`src/rtl/erng_pkg.sv`:
```
package erng_pkg;
  localparam int unsigned DEF_STATE_W = 64;
  localparam int unsigned DEF_CAP_W   = 4;
  localparam int unsigned DEF_CNT_W   = 16;
  localparam int unsigned SYNC_N      = 2;
endpackage

```
`src/rtl/erng_evt_sync.sv`:
```
module erng_evt_sync #(
  parameter int unsigned STAGES = erng_pkg::SYNC_N
) (
  input  logic clk_i,
  input  logic rst_ni,
  input  logic evt_i,
  output logic rise_o
);
  logic [STAGES-1:0] sync_q;
  logic              prev_q;

  always_ff @(posedge clk_i or negedge rst_ni) begin
    if (!rst_ni) begin
      sync_q <= '0;
      prev_q <= 1'b0;
    end else begin
      sync_q <= {sync_q[STAGES-2:0], evt_i};
      prev_q <= sync_q[STAGES-1];
    end
  end

  assign rise_o = sync_q[STAGES-1] & ~prev_q;

  // one pulse per edge
  p_single_pulse_r7: assert property (@(posedge clk_i) disable iff (!rst_ni)
    rise_o |=> !rise_o);
endmodule

```
`src/rtl/erng_harvest.sv`:
```
module erng_harvest #(
  parameter int unsigned STATE_W = erng_pkg::DEF_STATE_W,
  parameter int unsigned CAP_W   = erng_pkg::DEF_CAP_W,
  parameter int unsigned CNT_W   = erng_pkg::DEF_CNT_W
) (
  input  logic               clk_i,
  input  logic               rst_ni,
  input  logic               rise_i,
  output logic [STATE_W-1:0] seed_o
);
  localparam int unsigned KEEP_W = STATE_W - CAP_W;

  logic [CNT_W-1:0]   cnt_q;
  logic [STATE_W-1:0] acc_q;

  always_ff @(posedge clk_i or negedge rst_ni) begin
    if (!rst_ni) cnt_q <= '0;
    else         cnt_q <= cnt_q + 1'b1;
  end

  always_ff @(posedge clk_i or negedge rst_ni) begin
    if (!rst_ni)     acc_q <= '0;
    else if (rise_i) acc_q <= {acc_q[KEEP_W-1:0], cnt_q[CAP_W-1:0]};
  end

  assign seed_o = acc_q;

  p_capture_low_r8: assert property (@(posedge clk_i) disable iff (!rst_ni)
    rise_i |=> acc_q[CAP_W-1:0] == $past(cnt_q[CAP_W-1:0]));
  p_shift_up_r9: assert property (@(posedge clk_i) disable iff (!rst_ni)
    rise_i |=> acc_q[STATE_W-1:CAP_W] == $past(acc_q[KEEP_W-1:0]));
  p_idle_hold_r7: assert property (@(posedge clk_i) disable iff (!rst_ni)
    !rise_i |=> $stable(acc_q));
endmodule

```
`src/rtl/erng_lfsr.sv`:
```
module erng_lfsr #(
  parameter int unsigned STATE_W = erng_pkg::DEF_STATE_W
) (
  input  logic               clk_i,
  input  logic               rst_ni,
  input  logic               load_i,
  input  logic               en_i,
  input  logic [STATE_W-1:0] seed_i,
  output logic [STATE_W-1:0] state_o,
  output logic               seeded_o
);
  localparam int unsigned TAP_HI = STATE_W - 1;
  localparam int unsigned TAP_LO = STATE_W - 2;
  localparam logic [STATE_W-1:0] ONE = STATE_W'(1);

  logic [STATE_W-1:0] state_q;
  logic               seeded_q;
  logic [STATE_W-1:0] load_val;

  // all-zero is the lock-up state
  assign load_val = (seed_i == '0) ? ONE : seed_i;

  always_ff @(posedge clk_i or negedge rst_ni) begin
    if (!rst_ni) begin
      state_q  <= ONE;
      seeded_q <= 1'b0;
    end else if (load_i) begin
      state_q  <= load_val;
      seeded_q <= 1'b1;
    end else if (en_i) begin
      state_q  <= {state_q[TAP_LO:0], state_q[TAP_HI] ^ state_q[TAP_LO]};
    end
  end

  assign state_o  = state_q;
  assign seeded_o = seeded_q;

  p_never_zero_r10: assert property (@(posedge clk_i) disable iff (!rst_ni)
    state_q != '0);
  p_hold_idle_r4: assert property (@(posedge clk_i) disable iff (!rst_ni)
    (!load_i && !en_i) |=> $stable(state_q));
  p_zero_seed_r6: assert property (@(posedge clk_i) disable iff (!rst_ni)
    (load_i && seed_i == '0) |=> state_q == ONE);
  p_seeded_sticky_r5: assert property (@(posedge clk_i) disable iff (!rst_ni)
    seeded_q |=> seeded_q);
  p_load_wins_r5: assert property (@(posedge clk_i) disable iff (!rst_ni)
    (load_i && seed_i != '0) |=> state_q == $past(seed_i));
endmodule

```
`src/rtl/entropy_lfsr_gen.sv`:
```
module entropy_lfsr_gen #(
  parameter int unsigned STATE_W = erng_pkg::DEF_STATE_W,
  parameter int unsigned CAP_W   = erng_pkg::DEF_CAP_W,
  parameter int unsigned CNT_W   = erng_pkg::DEF_CNT_W
) (
  input  logic               clk_i,
  input  logic               rst_ni,
  input  logic               event_i,
  input  logic               seed_load_i,
  input  logic               enable_i,
  output logic               rand_bit_o,
  output logic               seeded_o,
  output logic [STATE_W-1:0] state_o
);
  logic               rise;
  logic [STATE_W-1:0] seed;
  logic [STATE_W-1:0] state;

  erng_evt_sync #(.STAGES(erng_pkg::SYNC_N)) u_sync (
    .clk_i (clk_i),
    .rst_ni(rst_ni),
    .evt_i (event_i),
    .rise_o(rise)
  );

  erng_harvest #(.STATE_W(STATE_W), .CAP_W(CAP_W), .CNT_W(CNT_W)) u_harvest (
    .clk_i (clk_i),
    .rst_ni(rst_ni),
    .rise_i(rise),
    .seed_o(seed)
  );

  erng_lfsr #(.STATE_W(STATE_W)) u_lfsr (
    .clk_i   (clk_i),
    .rst_ni  (rst_ni),
    .load_i  (seed_load_i),
    .en_i    (enable_i),
    .seed_i  (seed),
    .state_o (state),
    .seeded_o(seeded_o)
  );

  assign state_o    = state;
  assign rand_bit_o = state[STATE_W-1];

  p_out_is_msb_r3: assert property (@(posedge clk_i) disable iff (!rst_ni)
    rand_bit_o == state_o[STATE_W-1]);
endmodule

```
`config.mk`:
```
export PLATFORM = sky130hd
export DESIGN_NAME = entropy_lfsr_gen
export DESIGN_NICKNAME = d
export VERILOG_FILES = /design/src/rtl/erng_pkg.sv /design/src/rtl/erng_evt_sync.sv /design/src/rtl/erng_harvest.sv /design/src/rtl/erng_lfsr.sv /design/src/rtl/entropy_lfsr_gen.sv
export SDC_FILE = /design/constraint.sdc
export NUM_CORES = 1
export LEC_CHECK = 0
export BUFFER_PORTS_ARGS = -buffer_cell sky130_fd_sc_hd__buf_2
export CAP_MARGIN = 25
export CORE_UTILIZATION = 35
export DETAILED_ROUTE_END_ITERATION = 8
export GPL_ROUTABILITY_DRIVEN = 0
export PLACE_DENSITY = 0.51
export SLEW_MARGIN = 20
export SYNTH_ARGS = -nofsm -noshare
export SYNTH_HDL_FRONTEND = slang
export SYNTH_HIERARCHICAL = 1
export SYNTH_SLANG_ARGS = --single-unit
```
`constraint.sdc`:
```
create_clock -name clk_i -period 1.5 [get_ports clk_i]
set_input_delay 0.225 -clock clk_i [delete_from_list [all_inputs] [get_ports clk_i]]
set_output_delay 0.225 -clock clk_i [all_outputs]
set_load 0.01 [all_outputs]
```
==> impl_metrics.json, run 1 <==
{
  "synth_top_area_share": 0.5643,
  "end_kind": "flip-flop",
  "yosysTopAreaCell": "sky130_fd_sc_hd__dfrtp_1",
  "antenna_violating_nets_post_route": 0,
  "max_clock_freq_mhz": 603.6,
  "synth-edff-count": 0,
  "maxCapViolCount": 0,
  "timing_max_transition_violations_final": 0,
  "track_usage": 0.1521,
  "failed_checks": "setup timing",
  "synth_xor_area_frac": 0.004389,
  "tritoncts_num_sinks": 136,
  "cts.htree.levels": 4,
  "r2r_worst_path_depth": 5,
  "start_util": 0.3597,
  "globalRouteOverflowTotal": 0,
  "cts_buffer_depth": 2,
  "largest_family_of_logic_cells_by_synthesized_area": "multiplexers",
  "number_of_clock_buffers_inserted_by_tritoncts": 17,
  "num_vias": 3866,
  "required_ps": 1850,
  "layout-area-overhead-vs-synth_pct": 27.88,
  "number_of_antenna_diodes": 0,
  "syn_inst": 452,
  "fin_nets": 596,
  "worstSkewPairLatency_ps": 420,
  "synth_compound_gate_area_share": 0.05455,
  "rrSetupSlack_ps": -160,
  "multiplexer_share_of_the_synthesized_area": 0.2633,
  "max_slew.worst_pin.slew_ps": 427.1,
  "setup_tns_ps": -156.7,
  "detailedRoute.firstPassIterationCount": 4,
  "setup_repair_after_global_routing_missed_its_margin": "true",
  "die_y_um": 132.8,
  "rows": 47,
  "synth_fa_ha_area_frac": 0.002090,
  "final.setup_skew_ps": 4.774,
  "synth_most_common_cell": "sky130_fd_sc_hd__dfrtp_1",
  "start_kind": "flip-flop",
  "grt_first_pass_wirelength_mm": 20.90,
  "post-dp-hpwl_mm": 8.780,
  "critPathMaxFanout": 2,
  "syn-cell-area_mm2": 0.005987,
  "pre_cts_ws_ps": -279.4,
  "worst_voltage_drop_across_the_vdd_grid_mv": 1.009,
  "numPortBuffers": 70,
  "routedWlPerCell_um": 15.25,
  "wirelength_mm": 12.54,
  "final_worst_path_cycle_share": 1.104,
  "setup_viol_count_final": 1,
  "post-route-min-period_ps": 1657,
  "grt_pass1_vias": 4050,
  "criticalPathCategory": "flip-flop to flip-flop",
  "core_region_area_mm2": 0.01664,
  "layout-drive-gt1-share": 0.4020,
  "floorplan.die_area_mm2": 0.01763,
  "yosys_register_bits": 136,
  "yosys_warnings": 6,
  "hold_ws_ps": 290.7,
  "detailedRoute.firstIterationViolations": 184,
  "synth_commonest_cells": "sky130_fd_sc_hd__dfrtp_1, sky130_fd_sc_hd__mux2i_1, sky130_fd_sc_hd__nand2_1, sky130_fd_sc_hd__o21ai_0, sky130_fd_sc_hd__mux2_4",
  "tritoncts": "built",
  "status": "finished, violations left",
  "yosys-top-cells-area": "sky130_fd_sc_hd__dfrtp_1, sky130_fd_sc_hd__mux2_4, sky130_fd_sc_hd__mux2i_1",
  "grt_antenna_before_repair": 0,
  "post-route-util": 0.4600,
  "min_path_type": "input pin to async pin",
  "io_pins": 71,
  "die_x_um": 132.8,
  "clk_transition_reported_paths_ps": 50,
  "cts.root.buffer_cell": "sky130_fd_sc_hd__clkbuf_16",
  "fillCellCount": 1550,
  "total_power_mw": 14.30,
  "post-route-drc-count": 0,
  "synth_flop_cell": "sky130_fd_sc_hd__dfrtp_1",
  "post_synth_and_or_nand_nor_area_fraction": 0.06813,
  "asyncSetResetFlopFracSynth": 1.000,
  "synth_fp_nets": 458,
  "largest_net_degree_at_the_start_of_global_routing": 69,
  "hold_viol_final": 0,
  "postLayoutSetupSlackWorst_ps": -156.7,
  "arrival_ps": 2000,
  "yosysUniqueCellTypes": 26,
  "max_slew_margin": 0.7152,
  "seq_area_frac_synth": 0.5687,
  "p_per_area_mw_per_mm2": 1868,
  "power.leakage_nw": 3.779,
  "detail_route.vias_per_cell": 4.703,
  "synthesized_area_per_cell_um2": 13.25
}
## registers in the layout, indices dropped and copies added (netlist names)
| name | flops |
|---|---|
| u_lfsr/state_o | 64 |
| u_sync/prev_q | 1 |
| u_harvest/seed_o | 64 |
| u_lfsr/seeded_o | 1 |
| u_sync/sync_q | 2 |
| u_harvest/cnt_q | 4 |
## layer usage
layer	global-route usage	up-vias	wire length, um
met5	0	-	0
met4	0.06513	0	223
met2	0.2333	54	5718
met3	0.03946	20	421
met1	0.2032	1923	6172
li1	-	1869	-
## cells in the final DEF, fill, tap and decap left out, types with 6 or more instances in the layout
| cell type | n |
|---|---|
| sky130_fd_sc_hd__dfrtp_1 | 135 |
| sky130_fd_sc_hd__buf_4 | 69 |
| sky130_fd_sc_hd__buf_2 | 67 |
| sky130_fd_sc_hd__mux2i_1 | 63 |
| sky130_fd_sc_hd__nand2_1 | 63 |
| sky130_fd_sc_hd__o21ai_0 | 63 |
| sky130_fd_sc_hd__mux2_4 | 60 |
| sky130_fd_sc_hd__clkbuf_16 | 17 |
| sky130_fd_sc_hd__nor4_1 | 10 |
| sky130_fd_sc_hd__buf_12 | 9 |
| sky130_fd_sc_hd__clkbuf_1 | 8 |
| sky130_fd_sc_hd__nor4_2 | 6 |
## cell families after synthesis
logic type                 after synthesis
AOI/OAI and AO/OA                       65
DFF                                    136
muxes                                  127
buffers and inverters                   31
and+or+nand+nor                         89
xor gates and xnor gates                 3
adders and majority gates                1
## layout make-up
cell class	count	area [um2]	area share
repair buffers	148	1065	0.1391
inverters	2	7.507	0.0009806
clock inverters	2	12.51	0.001634
multi-input cells	285	2381	0.3110
flip-flops and latches	136	3405	0.4447
clock buffers	29	510.5	0.06668
well taps	220	275.3	0.03595
## critical path, cell delays in order, from the launching register on
cell and delay [ps]:
sky130_fd_sc_hd__dfrtp_1 380, sky130_fd_sc_hd__nor4_2 320, sky130_fd_sc_hd__buf_4 160, sky130_fd_sc_hd__nand4_1 100, sky130_fd_sc_hd__or4_1 480, sky130_fd_sc_hd__a31oi_1 140
## path summary, 6_finish.rpt
kind                                      startpoint                    to
worst min register to register      u_sync/sync_q[0]      u_sync/sync_q[1]
worst max register to register  u_harvest/seed_o[28]     u_lfsr/state_o[0]
min in group clk_i                       seed_load_i     u_lfsr/state_o[0]
max in group asynchronous                     rst_ni  u_harvest/seed_o[47]
worst min-delay path                          rst_ni       u_lfsr/seeded_o
worst max-delay path            u_harvest/seed_o[28]     u_lfsr/state_o[0]
## where the power goes
| group | switching (mW) | leakage (nW) | internal (mW) |
|---|---|---|---|
| combinational | 2.03 | 1.83 | 2.73 |
| sequential | 0.877 | 1.70 | 4.95 |
| clock | 1.43 | 0.252 | 2.28 |
## through the flow
stage	cells	area, um2
after global placement	789	7082
after detailed placement	789	7082
after floorplan	452	5987
final	822	7656
after CTS	822	7637
after global routing	822	7656
## repair_timing
action	CTS	global route
resized for setup	2	3
endpoints found under the setup margin	1	1
endpoints found under the hold margin	35	0
setup buffers	0	0
pin swaps	3	0
hold buffers	2	0
Note: power is estimated with default switching activity, not from simulation.
==> inputs of run 2 (changes only) <==
--- a/config.mk
+++ b/config.mk
@@ -5,12 +5,13 @@
 export SDC_FILE = /design/constraint.sdc
 export NUM_CORES = 1
 export LEC_CHECK = 0
+export ABC_AREA = 1
 export BUFFER_PORTS_ARGS = -buffer_cell sky130_fd_sc_hd__buf_2
 export CAP_MARGIN = 25
-export CORE_UTILIZATION = 35
+export CORE_UTILIZATION = 40
 export DETAILED_ROUTE_END_ITERATION = 8
 export GPL_ROUTABILITY_DRIVEN = 0
-export PLACE_DENSITY = 0.51
+export PLACE_DENSITY = 0.58
 export SLEW_MARGIN = 20
 export SYNTH_ARGS = -nofsm -noshare
 export SYNTH_HDL_FRONTEND = slang
==> run 2 against run 1 <==
  * The run now ends clean
  * Count of clock-buffer cells in the layout is 9 lower
  * Register-to-register slack better by 400 ps
  * Combinational power is 66% lower
  * Clock power is 13% higher
  * Clock skew is 1.3 ps higher
  * Via count is 22% higher
  * Sequential power is 18% lower
  * Core utilization is 2.6 points higher
  * Fmax is 21% higher
  * Sequential share of layout area is 3.6 points higher
  * Die area is 12% lower
  * First-iteration DRC count is 37% higher
==> impl_metrics.json, run 2 <==
{
  "p_per_area_mw_per_mm2": 1498,
  "end_kind": "output pin",
  "grt_antenna_before_repair": 0,
  "critical_path_buf_inv_count": 1,
  "yosysTopAreaCell": "sky130_fd_sc_hd__dfrtp_1",
  "setup_repair_after_global_routing_missed_its_margin": "false",
  "routedWlPerCell_um": 13.84,
  "synth-edff-count": 0,
  "yosys_register_bits": 136,
  "required_ps": 1270,
  "post_cts.repair.setup_buffers": 0,
  "globalRouteOverflowTotal": 0,
  "antenna_violating_nets_post_route": 0,
  "rows": 44,
  "timing_max_transition_violations_final": 0,
  "detailedRoute.firstPassIterationCount": 4,
  "layout-area-overhead-vs-synth_pct": 17.87,
  "worst_voltage_drop_across_the_vdd_grid_mv": 0.8003,
  "critical_path.max_stage_delay_ps": 580,
  "max_slew_margin": 0.5767,
  "syn-cell-area_mm2": 0.006013,
  "path_delay_family": "flip-flops",
  "post-route-min-period_ps": 1367,
  "min_path_type": "input pin to flip-flop",
  "number_of_clock_buffers_inserted_by_tritoncts": 17,
  "numPortBuffers": 70,
  "synth_fp_nets": 682,
  "seq_area_frac_synth": 0.5662,
  "post-route-drc-count": 0,
  "pre_cts_ws_ps": 246.9,
  "hold_buffers": 2,
  "synth_commonest_cells": "sky130_fd_sc_hd__nor2_1, sky130_fd_sc_hd__dfrtp_1, sky130_fd_sc_hd__nand2_1",
  "arrival_ps": 1140,
  "track_usage": 0.1789,
  "max_slew.worst_pin.slew_ps": 635.0,
  "start_kind": "flip-flop",
  "max_clock_freq_mhz": 731.7,
  "synthesized_area_per_cell_um2": 8.895,
  "setup_tns_ps": 0,
  "cts.htree.levels": 4,
  "yosys-top-cells-area": "sky130_fd_sc_hd__dfrtp_1, sky130_fd_sc_hd__nor2_1, sky130_fd_sc_hd__nand2_1",
  "cts_buffer_depth": 2,
  "clk_transition_reported_paths_ps": 60,
  "num_vias": 4715,
  "crit_path_max_delay_cell_type": "sky130_fd_sc_hd__dfstp_2",
  "layoutNonFillerInstCount": 938,
  "number_of_antenna_diodes": 0,
  "final.setup_skew_ps": 6.078,
  "cts_resized": 0,
  "tritoncts": "built",
  "fin_nets": 747,
  "floorplan.die_area_mm2": 0.01553,
  "io_pins": 71,
  "crit_chain": "buf_2",
  "criticalPathCategory": "flip-flop to output pin",
  "worstSkewPairLatency_ps": 420,
  "synth_top_area_share": 0.5618,
  "largest_net_degree_at_the_start_of_global_routing": 65,
  "critPathMaxFanout": 3,
  "setup_viol_count_final": 0,
  "tritoncts_num_sinks": 136,
  "cts.root.buffer_cell": "sky130_fd_sc_hd__clkbuf_16",
  "yosysUniqueCellTypes": 22,
  "die_y_um": 124.6,
  "core_region_area_mm2": 0.01459,
  "detailedRoute.firstIterationViolations": 252,
  "wirelength_mm": 12.98,
  "power.leakage_nw": 3.253,
  "post-dp-hpwl_mm": 8.767,
  "asyncSetResetFlopFracSynth": 1.000,
  "postLayoutSetupSlackWorst_ps": 133.4,
  "layout-drive-gt1-share": 0.2029,
  "mostFrequentLayoutCells": "sky130_fd_sc_hd__nor2_1, sky130_fd_sc_hd__dfrtp_1, sky130_fd_sc_hd__nand2_1",
  "die_x_um": 124.6,
  "synth_most_common_cell": "sky130_fd_sc_hd__nor2_1",
  "grt_pass1_vias": 4666,
  "grt_first_pass_wirelength_mm": 22.36,
  "status": "finished clean",
  "syn_inst": 676,
  "final_worst_path_cycle_share": 0.9111,
  "dpl.cell_count": 904,
  "hold_viol_final": 0,
  "detail_route.vias_per_cell": 5.027,
  "layout.cells.most_common": "sky130_fd_sc_hd__nor2_1",
  "maxCapViolCount": 0,
  "synth_flop_cell": "sky130_fd_sc_hd__dfrtp_1",
  "yosys_warnings": 6,
  "start_util": 0.4122,
  "post-route-util": 0.4858
}
-- run 2: cell count changes in the layout (fill, tap and decap cells not counted), sizes merged, moves of 9 or more --
cell    change
clkbuf      -9
inv        +38
nor2      +136
a21oi      +92
nand2      +61
mux2i      -63
buf        -61
mux2       -64
o21ai      +35
nor4       -16
-- run 2: power breakdown --
group / switching (mW) / total, mW / leakage (nW) / internal, mW
combinational: 0.971 / 1.61 / 1.36 / 0.642
sequential: 0.532 / 4.80 / 1.62 / 4.27
clock: 1.56 / 4.21 / 0.278 / 2.65
-- run 2: worst paths after layout --
kind	startpoint	to	slack (ps)	cells after the start
worst max-delay path	u_lfsr/state_o[0]	state_o[0]	130	1
worst min register to register	u_sync/sync_q[0]	u_sync/sync_q[1]	350	0
worst max register to register	u_sync/prev_q	u_harvest/seed_o[38]	240	4
max in group asynchronous	rst_ni	u_lfsr/state_o[9]	570	3
worst min-delay path	enable_i	u_lfsr/state_o[0]	100	4
min in group asynchronous	rst_ni	u_harvest/seed_o[42]	320	2
-- run 2: through the flow --
stage          total power, mW  hold WS [ps]  area, um2
2_1_floorplan            5.816        -70.59       6013
5_1_grt                  11.18         98.45       7088
4_1_cts                  10.72         95.99       7088
3_5_place_dp             6.494         193.8       6470
6_report                 10.62         103.7       7088
3_3_place_gp             6.439         187.6       6470
-- run 2: cell families (layout without fill, tap and decap cells) --
group | Yosys count | count (layout) | share of synthesized area
xor+xnor | 2 | 2 | 0.002914
compound gates | 191 | 191 | 0.1783
simple gates | 265 | 265 | 0.1673
flops | 136 | 136 | 0.5662
buf+inv | 81 | 159 | 0.08323
fa+ha+maj | 1 | 1 | 0.002080
-- run 2: cell type report --
cell class              count  area [um2]
clock buffers              20       446.7
clock inverters            12       151.4
fillers                  1395        7501
inverters                  40       152.6
multi-input cells         459        2113
flip-flops and latches    136        3405
well taps                 184       230.2
repair buffers             87       589.3
-- run 2: routing by layer --
| layer | vias to the layer above | GRT usage | routed length (um) |
|---|---|---|---|
| li1 | 2308 | - | - |
| met1 | 2288 | 0.2413 | 6197 |
| met2 | 96 | 0.2749 | 6013 |
| met3 | 23 | 0.04296 | 529 |
| met4 | 0 | 0.07654 | 238 |
| met5 | - | 0 | 0 |
